`src/rtl/sysctl_pkg.sv`:
```
package sysctl_pkg;

    // Byte offsets inside the 4 KiB window
    localparam int OFS_DBG_STAT = 'h000;
    localparam int OFS_DBG_SET  = 'h004;
    localparam int OFS_DBG_CLR  = 'h008;
    localparam int OFS_SYNDROME = 'h100;
    localparam int OFS_SYN_MASK = 'h104;
    localparam int OFS_SWRESET  = 'h108;
    localparam int OFS_RETAIN   = 'h10C;
    localparam int OFS_BOOT     = 'h110;
    localparam int OFS_CPUWAIT  = 'h118;
    localparam int OFS_BUSWAIT  = 'h11C;
    localparam int OFS_WAKE     = 'h120;
    localparam int OFS_ID_BASE  = 'hFD0;
    localparam int ID_WORDS     = 12;

    typedef enum logic [3:0] {
        RG_NONE,
        RG_DBG_STAT,
        RG_DBG_SET,
        RG_DBG_CLR,
        RG_SYNDROME,
        RG_SYN_MASK,
        RG_SWRESET,
        RG_RETAIN,
        RG_BOOT,
        RG_CPUWAIT,
        RG_BUSWAIT,
        RG_WAKE,
        RG_ID
    } region_e;

    typedef enum logic [0:0] {
        RQ_IDLE  = 1'b0,
        RQ_PULSE = 1'b1
    } rq_state_e;

    // Identification bytes, indexed by word position inside the window
    function automatic logic [7:0] id_byte(input logic [3:0] idx);
        logic [7:0] b;
        unique case (idx)
            4'd0:    b = 8'h04;
            4'd4:    b = 8'h54;
            4'd5:    b = 8'hB8;
            4'd6:    b = 8'h0B;
            4'd8:    b = 8'h0D;
            4'd9:    b = 8'hF0;
            4'd10:   b = 8'h05;
            4'd11:   b = 8'hB1;
            default: b = 8'h00;
        endcase
        return b;
    endfunction

endpackage

```
`src/rtl/sysctl_decode.sv`:
```
module sysctl_decode
    import sysctl_pkg::*;
#(
    parameter int WADDR_W = 10
) (
    input  logic [WADDR_W-1:0] waddr,
    output region_e            region,
    output logic [3:0]         id_idx
);

    localparam int ID_FIRST = OFS_ID_BASE / 4;
    localparam int ID_LAST  = ID_FIRST + ID_WORDS - 1;

    int word;

    always_comb begin
        word   = int'(waddr);
        region = RG_NONE;
        id_idx = '0;
        if (word >= ID_FIRST && word <= ID_LAST) begin
            region = RG_ID;
            id_idx = 4'(word - ID_FIRST);
        end else begin
            case (word)
                OFS_DBG_STAT / 4: region = RG_DBG_STAT;
                OFS_DBG_SET  / 4: region = RG_DBG_SET;
                OFS_DBG_CLR  / 4: region = RG_DBG_CLR;
                OFS_SYNDROME / 4: region = RG_SYNDROME;
                OFS_SYN_MASK / 4: region = RG_SYN_MASK;
                OFS_SWRESET  / 4: region = RG_SWRESET;
                OFS_RETAIN   / 4: region = RG_RETAIN;
                OFS_BOOT     / 4: region = RG_BOOT;
                OFS_CPUWAIT  / 4: region = RG_CPUWAIT;
                OFS_BUSWAIT  / 4: region = RG_BUSWAIT;
                OFS_WAKE     / 4: region = RG_WAKE;
                default:          region = RG_NONE;
            endcase
        end
    end

endmodule

```
`src/rtl/sysctl_lanes.sv`:
```
module sysctl_lanes #(
    parameter int LANES = 4
) (
    input  logic [LANES-1:0]   be,
    output logic [LANES*8-1:0] mask
);

    for (genvar i = 0; i < LANES; i++) begin : g_lane
        assign mask[i*8 +: 8] = {8{be[i]}};
    end

endmodule

```
`src/rtl/sysctl_rstreq_fsm.sv`:
```
module sysctl_rstreq_fsm
    import sysctl_pkg::*;
(
    input  logic clk,
    input  logic rst_n,
    input  logic req,
    output logic pulse
);

    rq_state_e state_q, state_d;

    always_ff @(posedge clk or negedge rst_n) begin
        if (!rst_n) begin
            state_q <= RQ_IDLE;
        end else begin
            state_q <= state_d;
        end
    end

    always_comb begin
        state_d = state_q;
        unique case (state_q)
            RQ_IDLE:  if (req) state_d = RQ_PULSE;
            RQ_PULSE: state_d = req ? RQ_PULSE : RQ_IDLE;
            default:  state_d = RQ_IDLE;
        endcase
    end

    always_comb begin
        pulse = (state_q == RQ_PULSE);
    end

endmodule

```
`src/rtl/sysctl_regbank.sv`:
```
module sysctl_regbank
    import sysctl_pkg::*;
#(
    parameter int          DATA_W       = 32,
    parameter int          ADDR_W       = 12,
    parameter int          REQ_BIT      = 9,
    parameter logic [31:0] SYNDROME_RST = 32'h0000_0001,
    parameter logic [31:0] BOOT_RST     = 32'h1000_0000,
    localparam int         LANES        = DATA_W / 8,
    localparam int         WADDR_W      = ADDR_W - 2
) (
    input  logic               clk,
    input  logic               por_n,
    input  logic               sys_rst_n,
    input  logic               bus_sel,
    input  logic               bus_we,
    input  logic [WADDR_W-1:0] bus_addr,
    input  logic [LANES-1:0]   bus_be,
    input  logic [DATA_W-1:0]  bus_wdata,
    output logic [DATA_W-1:0]  bus_rdata,
    output logic               bus_err,
    output logic               rst_req_o,
    output logic [DATA_W-1:0]  dbg_stat_o,
    output logic [DATA_W-1:0]  boot_vec_o,
    output logic [DATA_W-1:0]  cpu_wait_o,
    output logic [DATA_W-1:0]  wake_ctrl_o
);

    logic              core_rst_n;
    region_e           region;
    logic [3:0]        id_idx;
    logic [DATA_W-1:0] lane_mask;
    logic [DATA_W-1:0] wdat;
    logic [DATA_W-1:0] raw;
    logic              rd_acc, wr_acc, wr_ok, req;

    logic [DATA_W-1:0] stat_q, syn_q, msk_q, ret_q, boot_q, cpuw_q, wake_q;

    assign core_rst_n = por_n & sys_rst_n;
    assign rd_acc     = bus_sel & ~bus_we;
    assign wr_acc     = bus_sel & bus_we;

    sysctl_decode #(.WADDR_W(WADDR_W)) u_decode (
        .waddr  (bus_addr),
        .region (region),
        .id_idx (id_idx)
    );

    sysctl_lanes #(.LANES(LANES)) u_lanes (
        .be   (bus_be),
        .mask (lane_mask)
    );

    // Narrow writes are zero-padded to a full word
    assign wdat = bus_wdata & lane_mask;

    // Error classification: direction not allowed or nothing mapped
    always_comb begin
        unique case (region)
            RG_NONE:                            bus_err = bus_sel;
            RG_DBG_SET, RG_DBG_CLR, RG_SWRESET: bus_err = rd_acc;
            RG_DBG_STAT, RG_ID:                 bus_err = wr_acc;
            default:                            bus_err = 1'b0;
        endcase
    end

    assign wr_ok = wr_acc & ~bus_err;

    // Read source selection
    always_comb begin
        unique case (region)
            RG_DBG_STAT: raw = stat_q;
            RG_SYNDROME: raw = syn_q;
            RG_SYN_MASK: raw = msk_q;
            RG_RETAIN:   raw = ret_q;
            RG_BOOT:     raw = boot_q;
            RG_CPUWAIT:  raw = cpuw_q;
            RG_WAKE:     raw = wake_q;
            RG_ID:       raw = DATA_W'(id_byte(id_idx));
            default:     raw = '0;
        endcase
    end

    assign bus_rdata = (rd_acc && !bus_err) ? (raw & lane_mask) : '0;

    // Registers cleared by either reset
    always_ff @(posedge clk or negedge core_rst_n) begin
        if (!core_rst_n) begin
            stat_q <= '0;
            syn_q  <= DATA_W'(SYNDROME_RST);
            msk_q  <= '0;
            boot_q <= DATA_W'(BOOT_RST);
            cpuw_q <= '0;
            wake_q <= '0;
        end else if (wr_ok) begin
            unique case (region)
                RG_DBG_SET:  stat_q <= stat_q | wdat;
                RG_DBG_CLR:  stat_q <= stat_q & ~wdat;
                RG_SYNDROME: syn_q  <= wdat;
                RG_SYN_MASK: msk_q  <= wdat;
                RG_BOOT:     boot_q <= wdat;
                RG_CPUWAIT:  cpuw_q <= wdat;
                RG_WAKE:     wake_q <= wdat;
                default:     ;
            endcase
        end
    end

    // Retention word: power-on reset only
    always_ff @(posedge clk or negedge por_n) begin
        if (!por_n) begin
            ret_q <= '0;
        end else if (wr_ok && region == RG_RETAIN) begin
            ret_q <= wdat;
        end
    end

    assign req = wr_ok && (region == RG_SWRESET) && wdat[REQ_BIT];

    sysctl_rstreq_fsm u_rstreq (
        .clk   (clk),
        .rst_n (core_rst_n),
        .req   (req),
        .pulse (rst_req_o)
    );

    assign dbg_stat_o  = stat_q;
    assign boot_vec_o  = boot_q;
    assign cpu_wait_o  = cpuw_q;
    assign wake_ctrl_o = wake_q;

endmodule

```
`config.mk`:
```
export PLATFORM = sky130hd
export DESIGN_NAME = sysctl_regbank
export DESIGN_NICKNAME = d
export VERILOG_FILES = /design/src/rtl/sysctl_pkg.sv /design/src/rtl/sysctl_decode.sv /design/src/rtl/sysctl_lanes.sv /design/src/rtl/sysctl_rstreq_fsm.sv /design/src/rtl/sysctl_regbank.sv
export SDC_FILE = /design/constraint.sdc
export NUM_CORES = 1
export LEC_CHECK = 0
export ABC_AREA = 1
export BUFFER_PORTS_ARGS = -buffer_cell sky130_fd_sc_hd__buf_4
export CELL_PAD_IN_SITES_DETAIL_PLACEMENT = 2
export CELL_PAD_IN_SITES_GLOBAL_PLACEMENT = 2
export CORE_UTILIZATION = 34
export DETAILED_ROUTE_END_ITERATION = 10
export PLACE_DENSITY_LB_ADDON = 0.3
export RECOVER_POWER = 100
export SYNTH_ARGS = -nofsm -noshare
export SYNTH_HDL_FRONTEND = slang
export SYNTH_SLANG_ARGS = --single-unit
```
`constraint.sdc`:
```
create_clock -name clk -period 24.1 [get_ports clk]
set_input_delay 7.23 -clock clk [delete_from_list [all_inputs] [get_ports clk]]
set_output_delay 7.23 -clock clk [all_outputs]
set_load 0.01 [all_outputs]
```
# == Yosys cells after proc, flatten, opt, wreduce, memory -nomap -nowiden ==
# Memory sizes are Yosys's and may differ from the RTL's.
# Index checks and enable logic that the tools add are counted.
# op_classes
n_div,0
n_reduce_logical,16
n_eq_ne,21
magnitude_cmp,1
multipliers,0
mux,8
bitwise,11
shift,0
addsub,1
# op_table
op,count
one-hot mux 32 bit (8 select lines),1
bitwise AND 32 bit,3
== test 10 x 7 -> 1 bit (second input constant),8
one-hot mux 32 bit (2 select lines),1
one-hot mux 4 bit (11 select lines),1
2-to-1 mux 32 bit,1
NOT 32 bit,1
bitwise OR 32 bit,1
== test 4 x 3 -> 1 bit (second input constant),4
== test 4 bit (second input constant),4
AND reduction 2 bit,6
== test 10 x 1 -> 1 bit (second input constant),1
== test 10 x 2 -> 1 bit (second input constant),1
>= comparator 10 bit (second input constant),1
zero test 10 bit,1
== test 4 x 2 -> 1 bit (second input constant),2
2-to-1 mux 4 bit,2
bitwise AND 1 bit,4
== test 4 x 1 -> 1 bit (second input constant),1
logical AND 1 bit,4
zero test 4 bit,1
subtractor 4 x 3 -> 4 bit (second input constant),1
one-hot mux 1 bit (3 select lines),1
OR reduction 3 bit,1
5 further kinds,6
# totals
n_memories,1
ramBits,0
latch_bits,0
rom_bits,128
wordCells,67
out_inout_bits,162
reg_bits,225
# mem_list
name,words,word_bits,read_ports,rd_ports_with_merged_regs,wr,line_no,text
(name not given),16,8,1,0,0,sysctl_pkg.sv:42,unique case (idx)

# == Depth between registers and ports, before layout ==
# Gate-level depths: netlist (run 1).
# depth
ltp_word,11
mapped_depth,17

# == Cells and area by module ==
# A second synthesis (run 1) with hierarchy kept.
# unflattened
cells_unflattened,1518
hier_area_um2,11429.7
# by_module_without_submodules
module,seq_area_each_um2,area_each_um2,cells_each,n_inst
sysctl_regbank,5607.9,10824.1,1418,1
sysctl_decode,0.0,340.3,67,1
sysctl_lanes,0.0,240.2,32,1
sysctl_rstreq_fsm,25.0,25.0,1,1

# == Worst setup path after synthesis (run 1) ==
# No wires, ideal clock.
# synth_timing
path_kind,input port to output port
start,input port bus_addr[2]
end,output port bus_rdata[16]
path_slack_ps,7821
stages,15
arrival_time_ps,9049
n_path_buf,1
required_time_ps,16870
path_cell_list,inv_1 ha_1 inv_1 nor2_1 nand3_1 nand2_1 nor2_4 nor2_4 nand2_2 clkbuf_1 o21ai_0 nor2_1 nand2_1 nand2_1 nor2_1
# synth_via
elab_chain_len,9
word_cells_on_any_way,34
cone_classes,order compare: 1; eq/ne: 21; mux: 5; bitwise: 1; reduce/logical: 6
# synth_rtl
item,line_no,text
from (decl),sysctl_regbank.sv:17,"input logic [WADDR_W-1:0] bus_addr,"
"parallel branches: the longest is 2 deep, another holds >= comparator 10 bit",--,
2-to-1 mux 4 bit *,sysctl_decode.sv:20,if (word >= ID_FIRST && word <= ID_LAST) begin
"== test 4 x 3 -> 1 bit, or another cell as far along",sysctl_regbank.sv:59,unique case (region)
OR reduction 3 bit or OR reduction 2 bit (tied branches),sysctl_regbank.sv:59,
one-hot mux 1 bit (3 select lines),sysctl_regbank.sv:59,
zero test 1 bit,sysctl_regbank.sv:84,assign bus_rdata = (rd_acc && !bus_err) ? (raw & lane_mask) : '0;
logical AND 1 bit,sysctl_regbank.sv:84,
2-to-1 mux 32 bit *,sysctl_regbank.sv:84,
to (decl),sysctl_regbank.sv:20,"output logic [DATA_W-1:0] bus_rdata,"
# Every way passes the cells marked *.

# == Worst setup path in the final report (run 1) ==
# layout_timing
start,input port bus_addr[2]
end,output port bus_rdata[19]
# Same word-level chain as after synthesis.

==> results of run 1 <==
per-layer routing:
layer	track usage, %	share of wire [%]	vias to the layer above	wire [um]
met2	51.1	49	312	25600
met3	3.17	4.1	82	2110
met4	8.10	2.4	0	1270
li1	-	-	5542	-
met5	0	0	-	0
met1	37.8	44	6352	22900
per-stage QoR:
stage	utilization [%]	cells	worst slack, ns	power [mW]
final	40.3	2311	5.06	0.831
after CTS	42.5	2311	6.33	0.840
after detailed placement	40.0	2261	6.36	0.433
after global placement	40.0	2261	6.52	0.431
after global routing	40.3	2311	4.87	0.854
after floorplan	-	1663	7.82	0.410
layout by cell type (no fill, tap or decap), types with 2 or more instances in the layout:
master	n
sky130_fd_sc_hd__bufinv_16	2
sky130_fd_sc_hd__dfrtp_1	223
sky130_fd_sc_hd__nor2_4	5
sky130_fd_sc_hd__nand3_2	3
sky130_fd_sc_hd__nand3_1	82
sky130_fd_sc_hd__ha_1	8
sky130_fd_sc_hd__clkinv_2	3
sky130_fd_sc_hd__o21bai_1	32
sky130_fd_sc_hd__clkbuf_8	3
sky130_fd_sc_hd__inv_2	6
sky130_fd_sc_hd__buf_4	61
sky130_fd_sc_hd__nand2_1	613
sky130_fd_sc_hd__nor2_2	3
sky130_fd_sc_hd__o21ai_0	176
sky130_fd_sc_hd__nor2_1	151
sky130_fd_sc_hd__clkbuf_1	183
sky130_fd_sc_hd__nand4_1	17
sky130_fd_sc_hd__nand2_2	5
sky130_fd_sc_hd__clkinv_1	2
sky130_fd_sc_hd__inv_1	167
sky130_fd_sc_hd__o21ai_1	73
sky130_fd_sc_hd__clkbuf_16	27
kinds of logic (layout without fill, tap and decap cells):
logic type | Yosys count | in the layout | share of synthesized area, %
flops | 225 | 225 | 47.0
simple gates | 883 | 883 | 30.2
compound gates | 283 | 283 | 12.5
fa+ha+maj | 8 | 8 | 0.835
buf+inv | 264 | 457 | 9.47
worst max-delay path, delay by kind of cell:
kind	cells	cell delay, ns
buffers and inverters	5	2.12
and+or+nand+nor	12	2.22
adders and majority gates	1	0.24
path summary, 6_finish.rpt:
check,start,to
max in group asynchronous,por_n,syn_q[12]
max reg2reg,syn_q[22],syn_q[22]
min reg2reg,syn_q[0],syn_q[0]
max,bus_addr[2],bus_rdata[19]
min in group asynchronous,por_n,ret_q[20]
min,syn_q[0],syn_q[0]
Yosys cell counts, types with 10 or more instances:
cell                       count
sky130_fd_sc_hd__clkbuf_1     44
sky130_fd_sc_hd__dfrtp_1     223
sky130_fd_sc_hd__buf_6        10
sky130_fd_sc_hd__nor2_1      144
sky130_fd_sc_hd__inv_1       168
sky130_fd_sc_hd__buf_2        24
sky130_fd_sc_hd__o21bai_1     32
sky130_fd_sc_hd__o21ai_1     112
sky130_fd_sc_hd__nand2_1     613
sky130_fd_sc_hd__o21ai_0     137
sky130_fd_sc_hd__nand4_1      17
sky130_fd_sc_hd__nand3_1      82
layout make-up:
| class | count | area, um2 | share of cell area (%) |
|---|---|---|---|
| clock buffer | 43 | 766 | 5.48 |
| clock inverter | 7 | 91.3 | 0.654 |
| inverter | 176 | 662 | 4.74 |
| multi-input combinational | 1174 | 5150 | 36.9 |
| sequential | 225 | 5630 | 40.3 |
| tap | 455 | 569 | 4.08 |
| timing repair buffer | 231 | 1100 | 7.85 |
power breakdown:
group / switching [mW] / internal, mW / total [mW] / leakage [nW]
logic: 0.0328 / 0.00927 / 0.0421 / 4.28
clock network: 0.169 / 0.238 / 0.408 / 0.414
registers: 0.00125 / 0.380 / 0.381 / 2.72
==> results.txt, run 1 <==
In the synthesized netlist the dominant register cell turns out to be sky130_fd_sc_hd__dfrtp_1. The number of antenna cells inserted was 0. Synthesis inferred 225 register bits. During synthesis, Yosys emitted a total of 0 warnings. Routability-driven placement finished with a final weighted congestion of 0.805. The worst-case IR drop observed on VDD is 0.0445 mV.

The chip width is 190 um, and the I/O pin count is 213. The initialized floorplan defines 68 standard-cell rows. The critical path launch point type was a primary input.

The most numerous cell type found on the critical path is sky130_fd_sc_hd__nand2_1. Sequential element share of the synthesized area: 47.0%. At the pin with the least slew margin, the transition time is 4.15 ns. The area growth from synthesis to final layout came out at 16.5%.

The checks that failed: max-capacitance violations, max-slew violations. Data on the critical path arrives at its endpoint at 11.81 ns. The pin count of the biggest net entering global routing was 81; the critical path required time was 16.87 ns. The number of gates resized after CTS was 0.

In this run the worst path has a maximum fanout of 26. The slowest stage cell on the critical path is sky130_fd_sc_hd__clkbuf_1. Yosys mapped the design onto 32 distinct sky130hd cell types.

The cell count after synthesis came out at 1663. For the worst flop-to-flop path, the logic depth is 2. The HPWL after detailed placement came out at 33.4 mm. The run gives 0 as the number of buffers inserted for hold repair after clock tree synthesis. The run gives 14000 um2 as the cell area after layout. The worst hold path passes through 2 cells.

Traced cell by cell, the critical path runs through clkbuf_1 > inv_1 > ha_1 > inv_1 > nor2_1 > nand3_1 > nand2_1 > nor2_1 > nand2_1 > nor2_1 > clkbuf_1 > nand2_1 > nand2_1 > nor2_1 > nand2_1 > nand2_1 > nor2_1 > clkbuf_1. Buffers inserted during clock tree synthesis total 27. The post-synthesis area per instance was 7.21 um2; the via count of the first global-routing pass was 13600. Setup repair after global routing left no endpoint under its margin. For the global-route usage over all layers, the log shows 29.1%. In this run the post-CTS setup repair buffer count came out at 0.

Total setup violations reported at the end of the flow: 0. The logs give 1722 for the net count after synthesis and 225 for the clock sink count. The final-layout fill cell count was 4242. Summing all placed instances gives a cell area of 13900 um2. The headroom to the max-slew limit came out at -178%. The post-synthesis async set-or-reset flop share was 100%. After routing, the total negative slack on setup checks comes to 0 ns.

The initial antenna violation count is 0, and the initial standard-cell utilization of the core is 34.6%. The setup check on the worst reg-to-reg path leaves a slack of 23.23 ns. The number of levels in the clock H-tree was 1.

The maximum buffer depth of the clock tree is 3. The worst setup path is captured at an output pin. The areal power density over the cells was 59.5 nW/um2; the detailed router's first-iteration violation count was 580.

The tools report the first-pass iteration count of the detailed router as 4. The run gives 0 ns as the worst clock skew. The post-synthesis cell type with the largest combined area is sky130_fd_sc_hd__dfrtp_1. The tools report the number of violations of the max-capacitance limit as 15.

The floorplan step defined a die boundary enclosing 36000 um2. The via count is 12300, and the placeable core region is 34600 um2. The root buffer cell chosen for the clock tree is sky130_fd_sc_hd__clkbuf_16. The analysis attributes to cell leakage a power of 7.41 nW. The first global-routing pass estimated 80.5 mm of wire. By area the synthesized netlist is led by sky130_fd_sc_hd__dfrtp_1 47%, sky130_fd_sc_hd__nand2_1 19%, sky130_fd_sc_hd__o21ai_0 5.7%.

Minimum clock period after layout: 19.04 ns. The total congestion overflow is 0. The critical path in this run is classified as in2out. The clock slew seen by the registers of the worst setup and hold paths is 0.06 ns, and the longest individual stage delay on the worst path is 1.55 ns.

For this run, design rule violations remaining after detail routing come to 0. Worst min-delay path category: reg2reg. The share of synthesized area in the top cell type comes to 46.5%. The logs give 0.54 ns for the clock latency of the later-clocked register in the worst-skew pair and 12000 um2 for the netlist area before placement. The count of buffers from port buffering is 212, and the number of nets in the final layout is 1894. The via-per-instance ratio was 5.32; the count of pins over their slew limit was 656.

The hold violation total from the final report is 0, and the number of enable-type register cells in the synthesized netlist is 0. The overall die height came out at 190 um. The run finished, with violations left. The final wirelength is 51.9 mm, and the number of antenna-violating nets in the routed design is 0. The final critical-path share of the clock period works out to 79.0%. Hold timing on the final database bottoms out at a slack of 0.499 ns. The share of layout cells above drive strength 1 works out to 6.57%. TritonCTS built the clock tree.

The average detailed-routed wire length per instance was 22.5 um; the maximum achievable frequency was 0.0525 GHz.
(Power assumes the default switching activity.)
==> inputs of run 2 (changes only) <==
--- a/config.mk
+++ b/config.mk
@@ -9,7 +9,7 @@
 export BUFFER_PORTS_ARGS = -buffer_cell sky130_fd_sc_hd__buf_4
 export CELL_PAD_IN_SITES_DETAIL_PLACEMENT = 2
 export CELL_PAD_IN_SITES_GLOBAL_PLACEMENT = 2
-export CORE_UTILIZATION = 34
+export CORE_UTILIZATION = 29
 export DETAILED_ROUTE_END_ITERATION = 10
 export PLACE_DENSITY_LB_ADDON = 0.3
 export RECOVER_POWER = 100
==> constraint.sdc (replaced) <==
create_clock -name clk -period 15.6 [get_ports clk]
set_input_delay 4.68 -clock clk [delete_from_list [all_inputs] [get_ports clk]]
set_output_delay 4.68 -clock clk [all_outputs]
set_load 0.01 [all_outputs]
==> results.txt, run 2 (synthesis gave the netlist of run 1 again) <==
For the via count of the first global-routing pass, the log shows 13500 (-1.1%). The chip width came out at 205 um (+8.2%). The clock slew seen by the registers of the worst setup and hold paths works out to 0.06 ns (about the same). The logs give 81.4 mm (+1.2%) for the first-pass GRT wire length and 0 (unchanged) for the post-CTS setup repair buffer count.

The cell area after layout was 14200 um2 (+1.4%); the HPWL after detailed placement was 34.0 mm (+2.0%). For the post-layout worst setup margin, the log shows 2.14 ns (-2.92 ns). The startpoint of the worst register-to-register path was wake_ctrl_o[31]. TritonCTS built the clock tree. The setup path with the least slack is of type in2reg. The number of buffers inserted for hold repair after clock tree synthesis came out at 0 (unchanged). Sink of the worst hold path: ret_q[3].

The number of violations of the max-capacitance limit was 13 (-2); the total negative slack for setup checks was 0 ns (unchanged). Initial standard-cell utilization of the core: 29.4% (-5.3 points). Area growth from synthesis to final layout: 18.1%. Pre-CTS setup slack: 2.92 ns (-3.44 ns). Worst min-delay path category: reg2reg. The number of antenna cells inserted is 0 (unchanged).

The endpoint of the worst register-to-register path was wake_ctrl_o[31]. The maximum buffer depth of the clock tree is 3 (unchanged), and the worst-case hold slack is 0.507 ns (+0.00797 ns). For the post-cts resize count, the log shows 0 (unchanged). Most common cell after layout, fill and taps aside: sky130_fd_sc_hd__nand2_1.

After layout, the minimum clock period comes to 13.46 ns. The final reports fail on max-capacitance violations, max-slew violations. For the area of placed instances, the log shows 13900 um2 (+0.55%).

The pin count of the biggest net entering global routing was 122 (+51%); the worst hold path depth was 2 (unchanged). The tools report the total congestion overflow as 0 (unchanged). The via-per-instance ratio was 5.07 (-4.6%); the worst-path maximum fanout was 70 (+170%). The non-filler instance count after layout is 2384 (+3.2%), and the worst IR drop on VDD is 0.0823 mV (+85%). The count of standard-cell rows came out at 74 (+8.8%). The number of levels in the clock H-tree is 1 (unchanged), and the global-route usage over all layers is 25.4% (-3.7 points).

Of the available clock period, the critical path in the final layout requires 86.3%. The total setup violations reported at the end of the flow is 0 (unchanged), and the static leakage power is 7.49 nW (+1.1%). The via count came out at 12100 (-1.6%). The count of pins over their slew limit was 637 (-2.9%); the first-pass iteration count of the detailed router was 4 (unchanged). The final cell utilization of the core was 34.7% (-5.6 points); the area of the die was 42200 um2 (+17%).

The number of buffers inserted during clock tree synthesis was 28 (+3.7%); the hold violation total from the final report was 0 (unchanged). The transition at the pin with the smallest max-transition slack works out to 5.82 ns (+1.68 ns). Setup repair after global routing left no endpoint under its margin.

Clock sink count: 225 (unchanged). The tools report the overall power as 1.30 mW (+57%). Clock latency of the later-clocked register in the worst-skew pair: 0.53 ns (about the same). The number of cells traversed by the worst register-to-register path is 2 (unchanged). Timing would allow up to 0.0743 GHz. The I/O pin count was 213 (unchanged); the detailed router's first-iteration violation count was 393 (-32%). The count of buffers from port buffering was 212 (unchanged). The tools report the critical path required time as 15.97 ns (-0.90 ns). The number of nets in the final layout was 1892 (-0.11%); the headroom to the max-slew limit was -290% (-110 points). For the initial antenna violation count, the log shows 0 (unchanged). The tree is rooted in a sky130_fd_sc_hd__clkbuf_16. For the number of antenna-violating nets in the routed design, the log shows 0 (unchanged). The average detailed-routed wire length per instance was 22.0 um (-1.9%); the routability-driven placement congestion ratio was 0.784 (-2.6%). The share of layout cells above drive strength 1 is 7.61% (+1.0 points). The library cells used most frequently in the layout, excluding fill and tap cells, are 614 x sky130_fd_sc_hd__nand2_1, 223 x sky130_fd_sc_hd__dfrtp_1, 181 x sky130_fd_sc_hd__o21ai_0. The run finished, with violations left. The logs give 52.6 mm (+1.2%) for the final wirelength and 2335 (+3.3%) for the number of placed instances with taps included. The overall die height is 205 um (+8.2%), and the final-layout fill cell count is 4905 (+16%). The areal power density over the cells is 92.1 nW/um2 (+55%). The worst clock skew is 0 ns (unchanged). The tools report the detailed-route DRC error count as 0 (unchanged). The startpoint of the worst hold path is ret_q[3]. The category of the worst setup path capture point is a flip-flop. The tools report the placeable core region as 40800 um2 (+18%). The critical path launch point type was a primary input. The logs give 14.68 ns (-8.55 ns) for the setup slack of the most critical reg-to-reg path and 13.83 ns (+2.02 ns) for the data arrival at the endpoint of the critical path.
run 2: changes by cell type in the layout (fill, tap and decap cells not counted), moves of 2 or more:
cell	before	now
sky130_fd_sc_hd__clkbuf_1	183	165
sky130_fd_sc_hd__buf_4	61	70
sky130_fd_sc_hd__clkbuf_8	3	8
sky130_fd_sc_hd__nor2_1	151	146
sky130_fd_sc_hd__o21ai_0	176	181
sky130_fd_sc_hd__o21ai_1	73	68
sky130_fd_sc_hd__nor2_4	5	8
sky130_fd_sc_hd__clkbuf_16	27	29
sky130_fd_sc_hd__nor2_2	3	5
run 2: worst max path at each step:
stage                      startpoint             end  slack, ns  depth (start not counted)
after global routing      bus_addr[2]  boot_vec_o[22]       1.42                         18
after CTS                 bus_addr[2]   bus_rdata[26]       2.82                         17
after global placement    bus_addr[2]   bus_rdata[18]       3.02                         17
after floorplan           bus_addr[2]   bus_rdata[16]       4.42                         15
after detailed placement  bus_addr[2]   bus_rdata[18]       2.92                         17
final                     bus_addr[2]  boot_vec_o[22]       2.14                         18
run 2: cell type report:
| class | instances | area (um2) | share of cell area (%) |
|---|---|---|---|
| clock buffer | 45 | 866 | 6.11 |
| clock inverter | 4 | 45.0 | 0.318 |
| inverter | 176 | 662 | 4.67 |
| multi-input combinational | 1174 | 5170 | 36.5 |
| sequential | 225 | 5630 | 39.8 |
| tap | 532 | 666 | 4.70 |
| timing repair buffer | 228 | 1120 | 7.91 |
run 2: routing by layer:
layer	part of all wire, %	vias up	track usage (%)	wire length, um
met5	0	-	0	0
met4	1.8	0	5.95	933
met3	3.7	62	2.83	1920
met2	49	251	44.1	25600
met1	46	6251	33.6	24100
li1	-	5528	-	-
run 2: power by group:
part	internal, mW	total [mW]	switching [mW]
Combinational	0.0145	0.0651	0.0506
Sequential	0.587	0.589	0.00193
Clock	0.392	0.650	0.258
run 2: worst max-delay path, stage by stage:
cell and delay [ns]:
sky130_fd_sc_hd__clkbuf_1 0.16, sky130_fd_sc_hd__inv_1 0.13, sky130_fd_sc_hd__ha_1 0.24, sky130_fd_sc_hd__inv_1 0.08
sky130_fd_sc_hd__nor2_1 0.09, sky130_fd_sc_hd__nand3_1 0.12, sky130_fd_sc_hd__nand2_1 0.08, sky130_fd_sc_hd__nor2_1 0.27
sky130_fd_sc_hd__nand2_1 0.22, sky130_fd_sc_hd__nor2_1 0.27, sky130_fd_sc_hd__nor2_4 0.06, sky130_fd_sc_hd__nand3_1 0.39
sky130_fd_sc_hd__clkbuf_1 2.43, sky130_fd_sc_hd__clkbuf_1 2.25, sky130_fd_sc_hd__nor2_1 1.23, sky130_fd_sc_hd__clkbuf_1 0.77
sky130_fd_sc_hd__nand2_1 0.19, sky130_fd_sc_hd__o21ai_0 0.10
